File: src/rtl/rio_pkg.sv
// Shared definitions for the reactive signal I/O unit.
// Assumes operation encodings are fixed by the instruction decoder.
package rio_pkg;

    typedef enum logic [2:0] {
        OP_NONE    = 3'd0,
        OP_PULSE   = 3'd1,
        OP_LATCH   = 3'd2,
        OP_WAIT1   = 3'd3,
        OP_WAIT2   = 3'd4,
        OP_PRESENT = 3'd5
    } rio_op_t;

endpackage

File: src/rtl/rio_sample.sv
// Captures the environment input lines once per instruction cycle.
// Assumes one clock edge per instruction cycle; inputs already synchronised.
module rio_sample #(
    parameter int N_SIG = 16
) (
    input  logic             clk,
    input  logic             rst_n,
    input  logic [N_SIG-1:0] sens_in,
    output logic [N_SIG-1:0] sens_q
);

    // Register the live lines; every test in the cycle reads this copy.
    always_ff @(posedge clk) begin
        if (!rst_n) sens_q <= '0;
        else        sens_q <= sens_in;
    end

endmodule

File: src/rtl/rio_cond.sv
// Evaluates wait and presence tests against the captured inputs and
// produces the stall request and branch decision for the control unit.
// Purely combinational; assumes op fields are stable during the cycle.
module rio_cond
    import rio_pkg::*;
#(
    parameter int N_SIG  = 16,
    parameter int ADDR_W = 16,
    localparam int IDX_W = $clog2(N_SIG)
) (
    input  logic              op_valid,
    input  rio_op_t           op_code,
    input  logic [N_SIG-1:0]  sens_q,
    input  logic [IDX_W-1:0]  sig_a,
    input  logic [IDX_W-1:0]  sig_b,
    input  logic [ADDR_W-1:0] br_target,
    output logic              stall,
    output logic              br_taken,
    output logic [ADDR_W-1:0] br_addr
);

    logic hit_a;
    logic hit_b;

    // Look up the two selected lines in the captured word.
    always_comb begin
        hit_a = sens_q[sig_a];
        hit_b = sens_q[sig_b];
    end

    // Decide stall and branch; the first line of a two-line wait wins.
    always_comb begin
        stall    = 1'b0;
        br_taken = 1'b0;
        if (op_valid) begin
            unique case (op_code)
                OP_WAIT1:   stall = !hit_a;
                OP_WAIT2: begin
                    stall    = !hit_a && !hit_b;
                    br_taken = !hit_a &&  hit_b;
                end
                OP_PRESENT: br_taken = !hit_a;
                default: ;
            endcase
        end
    end

    // Present the target only alongside a taken branch.
    always_comb begin
        br_addr = br_taken ? br_target : '0;
    end

endmodule

File: src/rtl/rio_drive.sv
// Holds the output drive: a latch register that only ever sets bits,
// and a pulse register that lives for exactly one instruction cycle.
// Assumes op fields are sampled at the clock edge that ends the cycle.
module rio_drive
    import rio_pkg::*;
#(
    parameter int N_SIG  = 16,
    localparam int IDX_W = $clog2(N_SIG)
) (
    input  logic             clk,
    input  logic             rst_n,
    input  logic             op_valid,
    input  rio_op_t          op_code,
    input  logic [IDX_W-1:0] sig_a,
    output logic [N_SIG-1:0] sus_q,
    output logic [N_SIG-1:0] pulse_q
);

    logic [N_SIG-1:0] sel_mask;

    // One-hot mask of the addressed line.
    always_comb begin
        sel_mask = N_SIG'(1) << sig_a;
    end

    // Latched drives accumulate until reset.
    always_ff @(posedge clk) begin
        if (!rst_n)                                  sus_q <= '0;
        else if (op_valid && op_code == OP_LATCH)    sus_q <= sus_q | sel_mask;
    end

    // Pulse drives are rebuilt every cycle, so they last one cycle.
    always_ff @(posedge clk) begin
        if (!rst_n)                                  pulse_q <= '0;
        else if (op_valid && op_code == OP_PULSE)    pulse_q <= sel_mask;
        else                                         pulse_q <= '0;
    end

endmodule

File: src/rtl/rio_unit.sv
// Reactive signal I/O unit: instruction-level access to environment
// input and output lines for a processor's control unit.
// Assumes one instruction cycle per clock and a synchronous active-low reset.
module rio_unit
    import rio_pkg::*;
#(
    parameter int N_SIG  = 16,
    parameter int ADDR_W = 16,
    localparam int IDX_W = $clog2(N_SIG)
) (
    input  logic              clk,
    input  logic              rst_n,
    input  logic [N_SIG-1:0]  sens_in,
    input  logic              op_valid,
    input  logic [2:0]        op_code,
    input  logic [IDX_W-1:0]  sig_a,
    input  logic [IDX_W-1:0]  sig_b,
    input  logic [ADDR_W-1:0] br_target,
    output logic              stall,
    output logic              br_taken,
    output logic [ADDR_W-1:0] br_addr,
    output logic [N_SIG-1:0]  sig_out
);

    rio_op_t          op_e;
    logic [N_SIG-1:0] sens_q;
    logic [N_SIG-1:0] sus_q;
    logic [N_SIG-1:0] pulse_q;

    // Interpret the raw opcode field as the shared operation type.
    always_comb begin
        op_e = rio_op_t'(op_code);
    end

    rio_sample #(.N_SIG(N_SIG)) i_sample (
        .clk     (clk),
        .rst_n   (rst_n),
        .sens_in (sens_in),
        .sens_q  (sens_q)
    );

    rio_cond #(.N_SIG(N_SIG), .ADDR_W(ADDR_W)) i_cond (
        .op_valid  (op_valid),
        .op_code   (op_e),
        .sens_q    (sens_q),
        .sig_a     (sig_a),
        .sig_b     (sig_b),
        .br_target (br_target),
        .stall     (stall),
        .br_taken  (br_taken),
        .br_addr   (br_addr)
    );

    rio_drive #(.N_SIG(N_SIG)) i_drive (
        .clk      (clk),
        .rst_n    (rst_n),
        .op_valid (op_valid),
        .op_code  (op_e),
        .sig_a    (sig_a),
        .sus_q    (sus_q),
        .pulse_q  (pulse_q)
    );

    // Output word merges latched and pulsed drives.
    always_comb begin
        sig_out = sus_q | pulse_q;
    end

endmodule

File: config.mk
export PLATFORM = sky130hd
export DESIGN_NAME = rio_unit
export DESIGN_NICKNAME = d
export VERILOG_FILES = /design/src/rtl/rio_pkg.sv /design/src/rtl/rio_sample.sv /design/src/rtl/rio_cond.sv /design/src/rtl/rio_drive.sv /design/src/rtl/rio_unit.sv
export SDC_FILE = /design/constraint.sdc
export NUM_CORES = 1
export LEC_CHECK = 0
export CORE_ASPECT_RATIO = 2
export CORE_MARGIN = 5
export CORE_UTILIZATION = 39
export CTS_CLUSTER_DIAMETER = 100
export CTS_CLUSTER_SIZE = 8
export DETAILED_ROUTE_END_ITERATION = 7
export GPL_ROUTABILITY_DRIVEN = 0
export PLACE_DENSITY_LB_ADDON = 0.05
export SYNTH_ARGS = -nofsm -noshare
export SYNTH_HDL_FRONTEND = slang
export SYNTH_SLANG_ARGS = --single-unit
File: constraint.sdc
create_clock -name clk -period 1.9 [get_ports clk]
set_input_delay 0.285 -clock clk [delete_from_list [all_inputs] [get_ports clk]]
set_output_delay 0.285 -clock clk [all_outputs]
set_load 0.02 [all_outputs]
==> results of run 1 <==
==> flip-flops by register name, summed over array words and instances, names as in the netlist <==
| register | flops |
|---|---|
| i_sample.sens_q | 16 |
| i_drive.pulse_q | 16 |
| i_drive.sus_q | 16 |
==> power groups by stage <==
stage	Clock (W)	Sequential, W	Combinational (W)
6_report	0.000625	0.00104	0.000393
5_1_grt	0.000675	0.00104	0.000418
4_1_cts	0.000642	0.00104	0.000379
3_5_place_dp	0	0.00106	0.000353
3_3_place_gp	0	0.00106	0.000348
2_1_floorplan	0	0.00105	0.000178
==> worst min path at each step <==
| stage | end | slack (ns) | cells after the start |
|---|---|---|---|
| CTS | i_drive.sus_q[3]$_SDFFE_PN0P_ | 0.47 | 1 |
| global route | i_drive.sus_q[3]$_SDFFE_PN0P_ | 0.50 | 1 |
| floorplan | i_sample.sens_q[0]$_SDFF_PN0_ | 0.41 | 1 |
| finish | i_drive.sus_q[15]$_SDFFE_PN0P_ | 0.47 | 1 |
| detailed placement | i_drive.sus_q[7]$_SDFFE_PN0P_ | 0.45 | 1 |
| global placement | i_drive.sus_q[7]$_SDFFE_PN0P_ | 0.44 | 1 |
==> repair_timing <==
action	in CTS	in global routing
buffers inserted	5	1
gates resized for setup	113	13
hold buffers	0	0
pin swaps	3	10
endpoints found under the setup margin	18	18
gates cloned	0	2
==> layout by cell type, fill, tap and decap left out, drive strengths merged <==
cell / count
a21oi: 9
a221o: 1
a221oi: 1
a31oi: 4
and2: 16
buf: 46
clkbuf: 8
clkdlybuf4s50: 55
clkinvlp: 2
dfxtp: 48
dlygate4sd2: 2
dlymetal6s2s: 2
inv: 2
mux2: 2
mux2i: 1
mux4: 7
nand2: 5
nand2b: 3
nand3: 1
nand3b: 3
nand4bb: 1
nor2: 24
nor2b: 14
nor3: 1
nor3b: 19
o2111ai: 1
o21a: 4
o22a: 1
o22ai: 2
o32ai: 1
or2: 18
==> worst register-to-register path, stage by stage (launching register included) <==
cell and delay [ns]:
sky130_fd_sc_hd__dfxtp_1 0.32, sky130_fd_sc_hd__a31oi_1 0.15, sky130_fd_sc_hd__nor2b_1 0.06
==> area by class of cell <==
class / instances / share of cell area [%]
Multi-Input combinational cell: 139 / 34.6
Sequential cell: 48 / 28.7
Clock inverter: 2 / 0.447
Inverter: 2 / 0.224
Clock buffer: 6 / 2.46
Tap cell: 58 / 2.16
Timing Repair Buffer: 107 / 31.5
==> metal layers <==
metal / wire length, um / up-vias / global-route usage (%) / part of all wire [%]
li1: - / 893 / - / -
met1: 1780 / 809 / 15.5 / 32
met2: 3430 / 41 / 33.8 / 62
met3: 194 / 11 / 3.34 / 3.5
met4: 121 / 0 / 5.64 / 2.2
met5: 0 / - / 0 / 0
==> logic make-up (layout without fill, tap and decap cells) <==
family,Yosys count,count (layout)
and+or+nand+nor,105,105
DFF,48,48
AOI/OAI and AO/OA,24,24
buffers and inverters,12,117
muxes,10,10
==> metrics by stage <==
stage | hold slack (ns) | total power, W | worst slack, ns
finish | 0.471 | 0.00205 | -0.546
global route | 0.497 | 0.00213 | -0.616
CTS | 0.473 | 0.00206 | -0.581
detailed placement | 0.445 | 0.00141 | -1.35
global placement | 0.441 | 0.00141 | -1.28
floorplan | 0.412 | 0.00123 | -0.216
==> results.md, run 1 <==
- The run finished, with violations left.
- The final reports fail on negative setup slack.
- For this design the ratio of total power to cell area is 612 mW/mm2.
- The net count after synthesis is between 200 and 250.
- Subtracting the final worst setup slack from the clock period gives roughly 2.4 ns.
- Combinational cells account for 19.2% of the total power.
- Counting cells, the worst reg-to-reg path comes to 2.
- Setup repair after global routing could not meet its margin everywhere.
- The post-synthesis share of cell area spent on full adders, half adders and majority gates is 0%.
- The signal on the critical path passes through mux4_2 > mux2_4 > a221oi_4 > buf_12 > buf_12 > nor3b_4 > buf_6.
- The logic depth of the worst setup path including buffers is 7.
- In this run the critical register-to-register path is launched from i_drive.sus_q[13]$_SDFFE_PN0P_.
- The number of distinct standard cells referenced by the synthesized netlist is 31.
- The slew at the pin with the worst max-slew slack is roughly 0.33 ns.
- Measured against its own limit, the worst slew margin works out to slightly below 80%.
- The net switching fraction of the power is between 20% and 30%.
- The clock reaches the later pin of the worst-skew pair after around 0.29 ns.
- The routed layout has 1754 vias.
- The number of placed cells counting well taps is about 350.
- Cells with a size suffix above 1 make up 33.2% of the layout.
- The endpoint arrival time on the critical path is approximately 2.2 ns.
- The net count of the finished layout is around 350.
- Counting every instance in the synthesized netlist gives about 200.
- The count of buffers from port buffering is 79.
- Buffers inserted during clock tree synthesis total 5.
- The mapped cell area is about 0.0020 mm2.
- Of the post-synthesis cell area, the part taken by muxes is about a tenth.
- The final non-filler cell total is approximately 360.
- In this run, the number of DRC markers left after iteration 0 of detailed routing was 29.
- In the final layout, the multi-input gates occupy 0.00116 mm2.
- In the routed design, unresolved DRC markers number 0.
- Cells fill 65.9% of the core in the end.
- The total wire length after detailed routing is 5530 um.
- Per report_power, the sequential group accounts for between 50% and 60% of the total.
- After detailed routing, the number of vias per cell comes to roughly 4.8.
- The count of pins over their slew limit is 0.
- The combinational family with the most area after synthesis is simple AND/OR/NAND/NOR gates.
- For this design the static power due to leakage is 1.36 nW.
- The endpoint type of the worst setup path is an output pin.
- The commonest register cell after synthesis is sky130_fd_sc_hd__dfxtp_1.
- The layout has just over 400 filler cells.
- The number of antenna violations at the first check in global routing is 0.
- 0 antenna diodes ended up in the layout.
- Ranked by total cell area, the synthesized netlist is headed by sky130_fd_sc_hd__dfxtp_1 (47%), sky130_fd_sc_hd__nor3b_1 (7.0%), sky130_fd_sc_hd__mux4_2 (5.5%).
- Yosys mapped a number of flops with a built-in enable equal to 0.
- In the final layout, flip-flops and latches occupy 962 um2.
- The tool flagged a number of max-cap violations equal to 0.
- The number of global-route vias before repair is between 1500 and 2000.
- The area of the core region is about 0.0051 mm2.
- The initial utilization of the core area, before any placement, comes to ~40%.
- The final setup slack of the worst path is -0.546 ns.
- The horizontal die dimension is a little over 60 um.
- The fraction of registers with async set or reset after synthesis is 0%.
- TritonCTS built the clock tree.
- The worst setup path category is reg -> out.
- The share of the Yosys chip area taken by registers is 47.3%.
- The hold path startpoint is i_drive.sus_q[15]$_SDFFE_PN0P_.
- The number of nets still failing antenna checks after routing is 0.
- The critical path launch point type is a flip-flop.
- The number of buffers on the longest clock path is 2.
- For this design the total switching power over the nets is approximately 0.0005 W.
- The master of the slowest instance on the critical path is sky130_fd_sc_hd__mux4_2.
- Internal power comes to approximately 0.0016 W.
- The area of the die is around 0.0068 mm2.
- The synthesis-to-finish area growth is 65.2%.
- By count the netlist is led by sky130_fd_sc_hd__dfxtp_1 (48), sky130_fd_sc_hd__nor2_1 (24), sky130_fd_sc_hd__nor3b_1 (19).
- In the final routed layout, each cell accounts on average for about 15 um.
- After Yosys synthesis, XOR and XNOR cells account for 0% of the synthesized area.
- After clock tree synthesis, the clock-pin slew on the worst setup and hold paths is about 0.08 ns.
- The Yosys step of the flow raised 0 warnings.
- The synthesized design contains 48 register bits.
- Each instance of the synthesized netlist takes up on average between 10 and 15 um2.
- In this run the core area contains 37 standard-cell rows.
- For this run, the total global-route usage over all layers was measured as between 10% and 20%.
- The endpoint of the worst register-to-register path is i_drive.sus_q[13]$_SDFFE_PN0P_.
- The H-tree generated during clock tree synthesis spans 2 levels.
- The buffer type at the clock tree root is sky130_fd_sc_hd__clkbuf_8.
- The synthesized netlist devotes about a tenth of its cell area to compound gates.
- The setup violation total in the final timing report is 18.
- The worst setup skew after layout is 0 ns.
- The number of ports placed on the die boundary is 80.
- The wire-length estimate of the detail-placed layout is between 4000 and 5000 um.
- The data required time of the critical path is about 1.6 ns.
- The most frequently used cell type in the post-synthesis netlist is sky130_fd_sc_hd__dfxtp_1.
- For this design, the sink count on the clock tree is 48.
- The end point of the critical path is br_addr[11].
- Derived from the worst setup path, the maximum achievable clock frequency is 0.409 GHz.
- The leading area contributor after synthesis is sky130_fd_sc_hd__dfxtp_1.
- The maximum VDD drop is about 530 uV.
- The worst hold path belongs to the class reg -> reg.
- The cell occurring most often along the worst timing path is sky130_fd_sc_hd__buf_12.
- For this run, the detailed router's first-pass iteration total came to 3.
- The final instance area is 0.00336 mm2.
- Once placement finished, the instance area stood at about 0.0031 mm2.
- The maximum net fanout on the critical path is 6.
- Of the total synthesized cell area, the portion taken by AND, OR, NAND and NOR gates is approximately 30%.
- The portion of synthesized cell area occupied by the leading cell type is between 40% and 50%.
- The part of the power in the clock network is a little under a third.
- The critical path starts at i_sample.sens_q[14]$_SDFF_PN0_.
- On the critical path the largest part of the delay comes from multiplexers.
- For this run, the slowest stage of the critical path takes between 0.4 and 0.5 ns.
- The worst register-to-register path has a setup slack of approximately 1.3 ns.
- After routing, the total negative slack on setup checks comes to -9.49 ns.
- The wire length of the first global-routing pass is just under 9000 um.
- The die outline height is 112 um.
- Entering global routing, the biggest net connects 33 pins.
- After global routing the overflow that remains totals 0.
- After layout, the worst path uses 129% of the clock period.
- The number of buffers and inverters on the critical path is 3.
- The number of failing hold endpoints at the final stage is 0.
No activity file was read; power rests on OpenSTA's default activity.
==> run 2: changes to the inputs <==
--- a/config.mk
+++ b/config.mk
@@ -7,7 +7,7 @@
 export LEC_CHECK = 0
 export CORE_ASPECT_RATIO = 2
 export CORE_MARGIN = 5
-export CORE_UTILIZATION = 39
+export CORE_UTILIZATION = 41
 export CTS_CLUSTER_DIAMETER = 100
 export CTS_CLUSTER_SIZE = 8
 export DETAILED_ROUTE_END_ITERATION = 7
@@ -15,4 +15,5 @@
 export PLACE_DENSITY_LB_ADDON = 0.05
 export SYNTH_ARGS = -nofsm -noshare
 export SYNTH_HDL_FRONTEND = slang
+export SYNTH_HIERARCHICAL = 1
 export SYNTH_SLANG_ARGS = --single-unit
==> run 2 against run 1 <==
  * The flow still finishes with violations (negative setup slack)
  * First-iteration DRC count rose to 3.1 times the previous value
  * Utilization up 7.4 points
  * Highest routed layer unchanged
  * Design area up 19%
  * Fmax up 1.8%
  * Largest power group unchanged
==> results.md, run 2 <==
- The wire length of the first global-routing pass is about 11000 um.
- The count of buffers from port buffering is 79.
- In this run, synthesis inferred 0 flip-flops with an integrated enable.
- Subtracting the final worst setup slack from the clock period gives ~2.4 ns.
- The startpoint identified for the worst register-to-register timing path is i_drive/sus_q[12]$_SDFFE_PN0P_.
- The horizontal die dimension is ~63 um.
- The signal on the critical path passes through mux2_4 > mux4_2 > buf_12 > buf_16 > o221ai_4 > a211oi_2 > buf_4.
- The total via count in the routed design is 2154.
- For flop-to-flop paths, the worst setup slack is 1.26 ns.
- The net count after synthesis is approximately 280.
- The internal portion of total power is approximately 0.0017 W.
- The final setup slack of the worst path is -0.502 ns.
- Summing the areas of all compound-gate instances in the mapped netlist gives a little under a fifth of the synthesized area.
- The number of failing hold endpoints at the final stage is 0.
- The final instance area is approximately 0.004 mm2.
- Clock latency on the worst-skew pair, taken at its later pin, is ~0.30 ns.
- For this run, the number of standard cells in the final layout without fillers is just under 400.
- The fraction of layout cells with a size suffix above 1 is 39.4%.
- The top cell type by area accounts for approximately two fifths of the synthesized area.
- The commonest register cell after synthesis is sky130_fd_sc_hd__dfxtp_1.
- The critical path launch point type is a flip-flop.
- The area of the core region is ~0.0055 mm2.
- The fraction of registers with async set or reset after synthesis is 0%.
- In this run the tightest slew margin relative to its limit is a little over two thirds.
- The floorplan has 38 rows.
- Counting every sink on the clock net gives between 40 and 50.
- The number of warnings printed during yosys synthesis is 6.
- At the pin with the least slew margin, the transition time is roughly 0.44 ns.
- The mapped cell area is approximately 0.0023 mm2.
- After synthesis, the most frequently instantiated cells are sky130_fd_sc_hd__dfxtp_1 (48), sky130_fd_sc_hd__a211oi_1 (17), sky130_fd_sc_hd__nor2b_1 (17).
- Per report_power, the sequential group accounts for roughly 45% of the total.
- The total wire length after detailed routing is 6990 um.
- Timing would allow up to between 0.4 and 0.5 GHz.
- Summing all placed instances gives a cell area of between 0.003 and 0.004 mm2.
- The number of distinct standard cells referenced by the synthesized netlist is 38.
- The clock-pin slew on the worst setup and hold paths is 0.09 ns.
- The count of pins over their slew limit is 0.
- For this run, the post-layout net count is approximately 380.
- The net switching power of the design is between 0.0006 and 0.0007 W.
- In this run, the clock network consumes roughly 27% of the power.
- The post-synthesis instance total is 233.
- In this run the worst path has a maximum fanout of 8.
- The CTS tree is yes.
- The slowest stage of the critical path belongs to the cell sky130_fd_sc_hd__mux4_2.
- The net switching fraction of the power is approximately 28%.
- The number of clock buffers added by TritonCTS is 5.
- Global routing used a little under a fifth of the available tracks across all layers.
- The cts-stage hold buffer count is 0.
- The top cell types in the final layout, fill and taps aside, are sky130_fd_sc_hd__clkdlybuf4s50_1 (57), sky130_fd_sc_hd__dfxtp_1 (41), sky130_fd_sc_hd__buf_4 (23).
- The detailed router finished its first iteration with 90 violations.
- In this run the deepest clock path goes through 2 buffers.
- In the final routed layout, each cell accounts on average for about 18 um.
- The final reports fail on negative setup slack.
- The post-route clock period utilization is 126%.
- The number of antenna diodes in the final layout is 0.
- The number of antenna violations at the first check in global routing came to 0.
- CTS built an H-tree with a depth of 2.
- The DRC violations left is 0.
- Of the post-synthesis cell area, the part taken by muxes is between 10 and 15%.
- The flow ran to the end, but the final reports show violations.
- The number of ports placed on the die boundary is 80.
- The parity-gate share of the synthesized area counting xor and xnor cells is 0%.
- The combinational family with the most area after synthesis is simple AND/OR/NAND/NOR gates.
- For this run, the slowest stage of the critical path takes approximately 0.54 ns.
- The number of global-route vias before repair is roughly 2200.
- Summing the areas of all and, or, nand and nor instances in the mapped netlist gives around 24% of the synthesized area.
- Summed over all cells, the static leakage comes to 1.46 nW.
- The max-capacitance violation count is 0.
- The most common library cell in the layout ignoring fill and taps is sky130_fd_sc_hd__clkdlybuf4s50_1.
- Detailed placement ended at an HPWL of roughly 4800 um.
- By area the synthesized netlist is led by sky130_fd_sc_hd__dfxtp_1 (41%), sky130_fd_sc_hd__o221ai_1 (6.0%), sky130_fd_sc_hd__a211oi_1 (5.5%).
- IR analysis of the VDD net gives a maximum drop of about 460 uV.
- STA classifies the critical path endpoint as an output pin.
- Data on the critical path arrives at its endpoint at roughly 2.1 ns.
- The class of the worst hold path is reg -> reg.
- The initial core utilization is a little over two fifths.
- Averaged over all synthesized cells, the footprint is 9.97 um2.
- The number of placed cells counting well taps is ~380.
- The data required time of the critical path is 1.62 ns.
- The worst setup skew after layout is 0 ns.
- Entering global routing, the biggest net connects 19 pins.
- The worst setup path category is reg -> out.
- The synthesized netlist devotes 0% of its cell area to adder and majority cells.
- The number of iterations in the first detailed-routing pass is 5.
- For this design the ratio of total power to cell area is between 500 and 600 mW/mm2.
- The count of nets left with antenna violations once routing finished came out at 0.
- The combinational share of power is 28.6%.
- The most frequently used cell type in the post-synthesis netlist is sky130_fd_sc_hd__dfxtp_1.
- Summed over all instances, the cell type with the most area after synthesis is sky130_fd_sc_hd__dfxtp_1.
- Setup repair after global routing could not meet its margin everywhere.
- The largest registers in the layout are i_drive/pulse_q (16), i_drive/sus_q (16), i_sample/sens_q (16).
- The buffer type at the clock tree root is sky130_fd_sc_hd__clkbuf_8.
- Dividing the detail-routed via count by the number of cells gives around 5.5.
- In this run the vertical extent of the chip is ~120 um.
- The setup violation total in the final timing report is 18.
- Summing the sequential cell areas from Yosys gives approximately two fifths of the chip area.
- The beginning of the critical path is i_sample/sens_q[9]$_SDFF_PN0_.
- The total global routing overflow is 0.
- The area growth from synthesis to layout is 72.5%.
- The hold path startpoint is i_drive/sus_q[6]$_SDFFE_PN0P_.
- The number of register bits inferred by synthesis is 48.
- The area of the die is 0.00736 mm2.
==> run 2: cell types whose count changed after synthesis, moves of 12 or more <==
cell | before | now
sky130_fd_sc_hd__nor3b_1 | 19 | 0
sky130_fd_sc_hd__and2_1 | 16 | 4
sky130_fd_sc_hd__o221ai_1 | 0 | 16
sky130_fd_sc_hd__and2_2 | 0 | 12
sky130_fd_sc_hd__or2_1 | 0 | 16
sky130_fd_sc_hd__or2_2 | 18 | 2
sky130_fd_sc_hd__a211oi_1 | 0 | 17
==> run 2: area by class of cell <==
class                           count  area [um2]
Sequential cell                    48         970
Clock inverter                      2        13.8
Fill cell                         394        1460
Tap cell                           60        75.1
Clock buffer                        6        82.6
Timing Repair Buffer              110        1190
Multi-Input combinational cell    164        1680
==> run 2: per-layer routing <==
layer | wire length (um) | up-vias | global-route usage [%]
met5 | 0 | - | 0
met4 | 208 | 0 | 7.21
met3 | 298 | 15 | 3.08
met2 | 3930 | 61 | 37.3
met1 | 2550 | 1033 | 19.5
li1 | - | 1045 | -
==> run 2: logic make-up after synthesis <==
logic type | Yosys count
AOI/OAI and AO/OA | 54
DFF | 48
and+or+nand+nor | 93
buffers and inverters | 21
muxes | 17
==> run 2: critical path: cells and delay by family (launching register included) <==
family | cells | cell delay [ns]
AO/OA/AOI/OAI | 2 | 0.21
buffers and inverters | 3 | 0.49
flip-flops | 1 | 0.33
multiplexers | 2 | 0.80
==> run 2: path summary, 6_finish.rpt <==
| check | endpoint | cells after the start |
|---|---|---|
| setup / recovery | br_addr[0] | 7 |
| hold / removal | i_drive/sus_q[6]$_SDFFE_PN0P_ | 2 |
| setup reg to reg | i_drive/sus_q[12]$_SDFFE_PN0P_ | 2 |
| hold reg to reg | i_drive/sus_q[6]$_SDFFE_PN0P_ | 2 |
==> run 2: through the flow <==
stage | setup TNS (ns) | power (W) | hold WS (ns) | util, % | setup WS (ns)
3_3_place_gp | -21.38 | 0.00154 | 0.463 | 64.1 | -1.23
4_1_cts | -8.22 | 0.00234 | 0.497 | 72.9 | -0.481
3_5_place_dp | -21.91 | 0.00154 | 0.467 | 64.1 | -1.26
6_report | -8.44 | 0.00234 | 0.490 | 73.3 | -0.502
5_1_grt | -9.59 | 0.00244 | 0.513 | 73.3 | -0.572
2_1_floorplan | -2.58 | 0.00134 | 0.412 | - | -0.223
==> run 2: power groups by stage <==
stage	Combinational (W)	Sequential, W	Clock [W]
6_report	0.000667	0.00104	0.000630
5_1_grt	0.000702	0.00104	0.000698
4_1_cts	0.000654	0.00104	0.000648
3_5_place_dp	0.000482	0.00106	0
3_3_place_gp	0.000477	0.00106	0
2_1_floorplan	0.000285	0.00106	0
==> run 2: repair_timing <==
action | 4_1_cts | 5_1_grt
resized for setup | 161 | 3
pin swaps | 16 | 4
gates cloned | 3 | 0
buffers inserted | 4 | 1
setup endpoints to repair | 18 | 18
==> run 3: changes to the inputs <==
--- a/config.mk
+++ b/config.mk
@@ -7,7 +7,7 @@
 export LEC_CHECK = 0
 export CORE_ASPECT_RATIO = 2
 export CORE_MARGIN = 5
-export CORE_UTILIZATION = 41
+export CORE_UTILIZATION = 45
 export CTS_CLUSTER_DIAMETER = 100
 export CTS_CLUSTER_SIZE = 8
 export DETAILED_ROUTE_END_ITERATION = 7
==> constraint.sdc (replaced) <==
create_clock -name clk -period 2.6 [get_ports clk]
set_input_delay 0.39 -clock clk [delete_from_list [all_inputs] [get_ports clk]]
set_output_delay 0.39 -clock clk [all_outputs]
set_load 0.02 [all_outputs]
==> run 3 against run 2 <==
  * The flow now finishes without violations
  * Highest routed layer unchanged
  * Critical path type is now in -> out
  * Critical path depth unchanged
  * Final cell count down 3.3%
  * Utilization down 5.3 points
==> results.md, run 3 (synthesis gave the netlist of run 2 again) <==
- The run finished with clean final reports.
- The worst setup path is of the in -> out kind.
- In the global route stage, met1 resource usage came out at between 15 and 20%.
- Setup repair after global routing left no endpoint under its margin.
- In this run the post-CTS setup repair buffer count came out at 0.
- For this run, the detailed router's first-pass iteration total came to 4.
- The tool flagged a number of max-cap violations equal to 0.
- Hold is met by slightly below 0.5 ns.
- Dividing the final minimum period by the clock period gives 94.9%.
- The antenna diode count is 0.
- The die outline height is approximately 110 um.
- The most common library cell in the layout ignoring fill and taps is sky130_fd_sc_hd__clkdlybuf4s50_1.
- The relative contribution of sequential cells to total power is 45.9%.
- The analysis attributes to net switching a power of 0.000402 W.
- Total power for the finished layout comes to between 0.0015 and 0.002 W.
- Data on the critical path arrives at its endpoint at around 2.1 ns.
- During I/O placement, the number of pins put on the boundary was 80.
- The wire length of the first global-routing pass is about 9700 um.
- The number of buffers on the longest clock path is 2.
- STA classifies the critical path endpoint as an output pin.
- The clock tree synthesis step divided the H-tree into 2 levels.
- The busiest layer in global routing is met2.
- The net switching fraction of the power is around 24%.
- Of the total power, combinational logic draws 20.4%.
- In the final routed layout, each cell accounts on average for 16.7 um.
- Using the TritonRoute via totals, the vias-per-cell ratio works out to about 5.7.
- In the global route stage, met2 resource usage came out at between 30% and 40%.
- The highest achievable clock rate is a little over 0.4 GHz.
- The area of the die is 0.00679 mm2.
- Detailed placement ended at an HPWL of around 4700 um.
- Measured in cells, the most critical reg-to-reg path has a length of 2.
- The setup violation total in the final timing report is 0.
- The total global routing overflow is 0.
- In this run the horizontal extent of the chip is 60.8 um.
- The fraction of layout cells with a size suffix above 1 is between 20% and 30%.
- The number of failing hold endpoints at the final stage is 0.
- The clock buffer count from CTS is 5.
- The data required time of the critical path is 2.21 ns.
- The total wire length after detailed routing is approximately 6300 um.
- The end of the worst hold path is i_drive/sus_q[4]$_SDFFE_PN0P_.
- For this block, the initial DRC count from the detailed router was 73.
- The leakage component of the power is about 1.4 nW.
- In the final layout, flip-flops and latches occupy ~960 um2.
- The min-delay analysis places its worst path in the category reg -> reg.
- The worst setup skew after layout is 0 ns.
- The finished cells cover between 0.003 and 0.004 mm2.
- Global routing used ~2.1% of the available met3 tracks.
- Entering global routing, the biggest net connects 28 pins.
- The synthesis-to-finish area growth is 49.1%.
- The share of total power dissipated in the clock network is between 30% and 40%.
- IR analysis of the VDD net gives a maximum drop of between 400 and 500 uV.
- In the layout the commonest cells are sky130_fd_sc_hd__clkdlybuf4s50_1 (57), sky130_fd_sc_hd__dfxtp_1 (48), sky130_fd_sc_hd__nor2b_1 (17).
- Counting every sink on the clock net gives 48.
- The final critical delay including setup and external delays is approximately 2.5 ns.
- TritonCTS built the clock tree.
- In the final layout, the registers with the most flip-flops are i_drive/pulse_q (16), i_drive/sus_q (16), i_sample/sens_q (16).
- The power per cell area is 476 mW/mm2.
- The clock latency on the worst-skew pair is between 0.2 and 0.3 ns.
- The clock-pin slew on the worst setup and hold paths is approximately 0.080 ns.
- The number of rows created at floorplan is 37.
- The number of global-route vias before repair is roughly 2200.
- In this run the critical register-to-register path is captured at i_drive/sus_q[11]$_SDFFE_PN0P_.
- The critical path launch point type is a primary input.
- In the final design database the tool counted 364 nets.
- The launch instance of the worst register-to-register path is i_drive/sus_q[11]$_SDFFE_PN0P_.
- The maximum net fanout on the critical path is 8.
- Port buffering added 79 buffers.
- In this run the tightest slew margin relative to its limit is 60.6%.
- The total global-route track usage is a little under a fifth.
- The tree is rooted in a sky130_fd_sc_hd__clkbuf_8.
- The count of pins over their slew limit is 0.
- The total via count in the routed design is around 2100.
- The slew at the pin with the worst max-slew slack is between 0.5 and 0.6 ns.
- The layout has 420 filler cells.
- The worst register-to-register path has a setup slack of just under 2 ns.
- The DRC violations left is 0.
- The hold path startpoint is i_drive/sus_q[4]$_SDFFE_PN0P_.
- The internal portion of the total power is between 0.001 and 0.0015 W.
- Once detail routing completed, the nets flagged for antenna violations numbered 0.
- The area of the core region is slightly above 0.005 mm2.
- The multi-input gate area in the final layout is approximately 0.0013 mm2.
- The worst hold path was traced through 2 stages.
- The initial core utilization is a little under half.
- The number of antenna violations at the first check in global routing is 0.
- The placement-stage cell area is between 0.003 and 0.004 mm2.
-- run 3: cell count changes in the layout (fill, tap and decap cells not counted), moves of 3 or more --
| cell | change |
|---|---|
| sky130_fd_sc_hd__a211oi_4 | -9 |
| sky130_fd_sc_hd__a211oi_1 | +10 |
| sky130_fd_sc_hd__buf_4 | -12 |
| sky130_fd_sc_hd__dfxtp_2 | -7 |
| sky130_fd_sc_hd__mux2_1 | +6 |
| sky130_fd_sc_hd__buf_16 | -3 |
| sky130_fd_sc_hd__mux2_4 | -6 |
| sky130_fd_sc_hd__buf_6 | -10 |
| sky130_fd_sc_hd__o221ai_1 | +12 |
| sky130_fd_sc_hd__o221ai_4 | -13 |
| sky130_fd_sc_hd__buf_2 | +12 |
| sky130_fd_sc_hd__dfxtp_1 | +7 |
-- run 3: layout make-up --
cell class / instances / share of cell area, %
sequential: 48 / 27.7
multi-input combinational: 164 / 37.9
clock buffer: 6 / 2.38
tap: 58 / 2.10
clock inverter: 2 / 1.12
timing repair buffer: 99 / 28.7
-- run 3: power groups by stage --
| stage | logic (W) | clock network (W) | registers, W |
|---|---|---|---|
| 6_report | 0.000336 | 0.000556 | 0.000758 |
| 5_1_grt | 0.000359 | 0.000587 | 0.000759 |
| 4_1_cts | 0.000302 | 0.000574 | 0.000758 |
| 3_5_place_dp | 0.000295 | 0 | 0.000775 |
| 3_3_place_gp | 0.000290 | 0 | 0.000775 |
| 2_1_floorplan | 0.000153 | 0 | 0.000771 |
-- run 3: per-layer routing --
metal  wire [um]  part of all wire (%)
met1        2180                    35
met2        3560                    57
met3         251                   4.0
met4         297                   4.7
met5           0                     0
-- run 3: critical path: stages --
cell and delay (ns):
sky130_fd_sc_hd__clkbuf_2 0.10, sky130_fd_sc_hd__buf_12 0.12, sky130_fd_sc_hd__mux2_1 0.31, sky130_fd_sc_hd__mux4_2 0.49
sky130_fd_sc_hd__o22a_1 0.27, sky130_fd_sc_hd__a221oi_4 0.23, sky130_fd_sc_hd__buf_6 0.15
-- run 3: how the worst max path moves through the flow --
stage	startpoint	end
6_report	sig_b[2]	stall
5_1_grt	sig_b[2]	stall
4_1_cts	sig_a[3]	br_addr[1]
3_5_place_dp	sig_b[2]	stall
3_3_place_gp	sig_b[2]	stall
2_1_floorplan	sig_b[2]	stall
-- run 3: repair_timing --
item                       CTS  global route
setup endpoints to repair   18            18
gates resized for setup    103            22
pin swaps                    2             4
cloned                       0             3
hold buffers                 0             0
-- run 3: per-stage QoR --
stage	TNS [ns]	cells	util, %	setup WS [ns]
finish	0	377	68.0	0.133
global route	0	377	68.0	0.0474
CTS	0	374	65.3	0.00205
detailed placement	-11.95	366	63.8	-0.747
global placement	-11.26	366	63.8	-0.729
floorplan	0	233	-	0.174
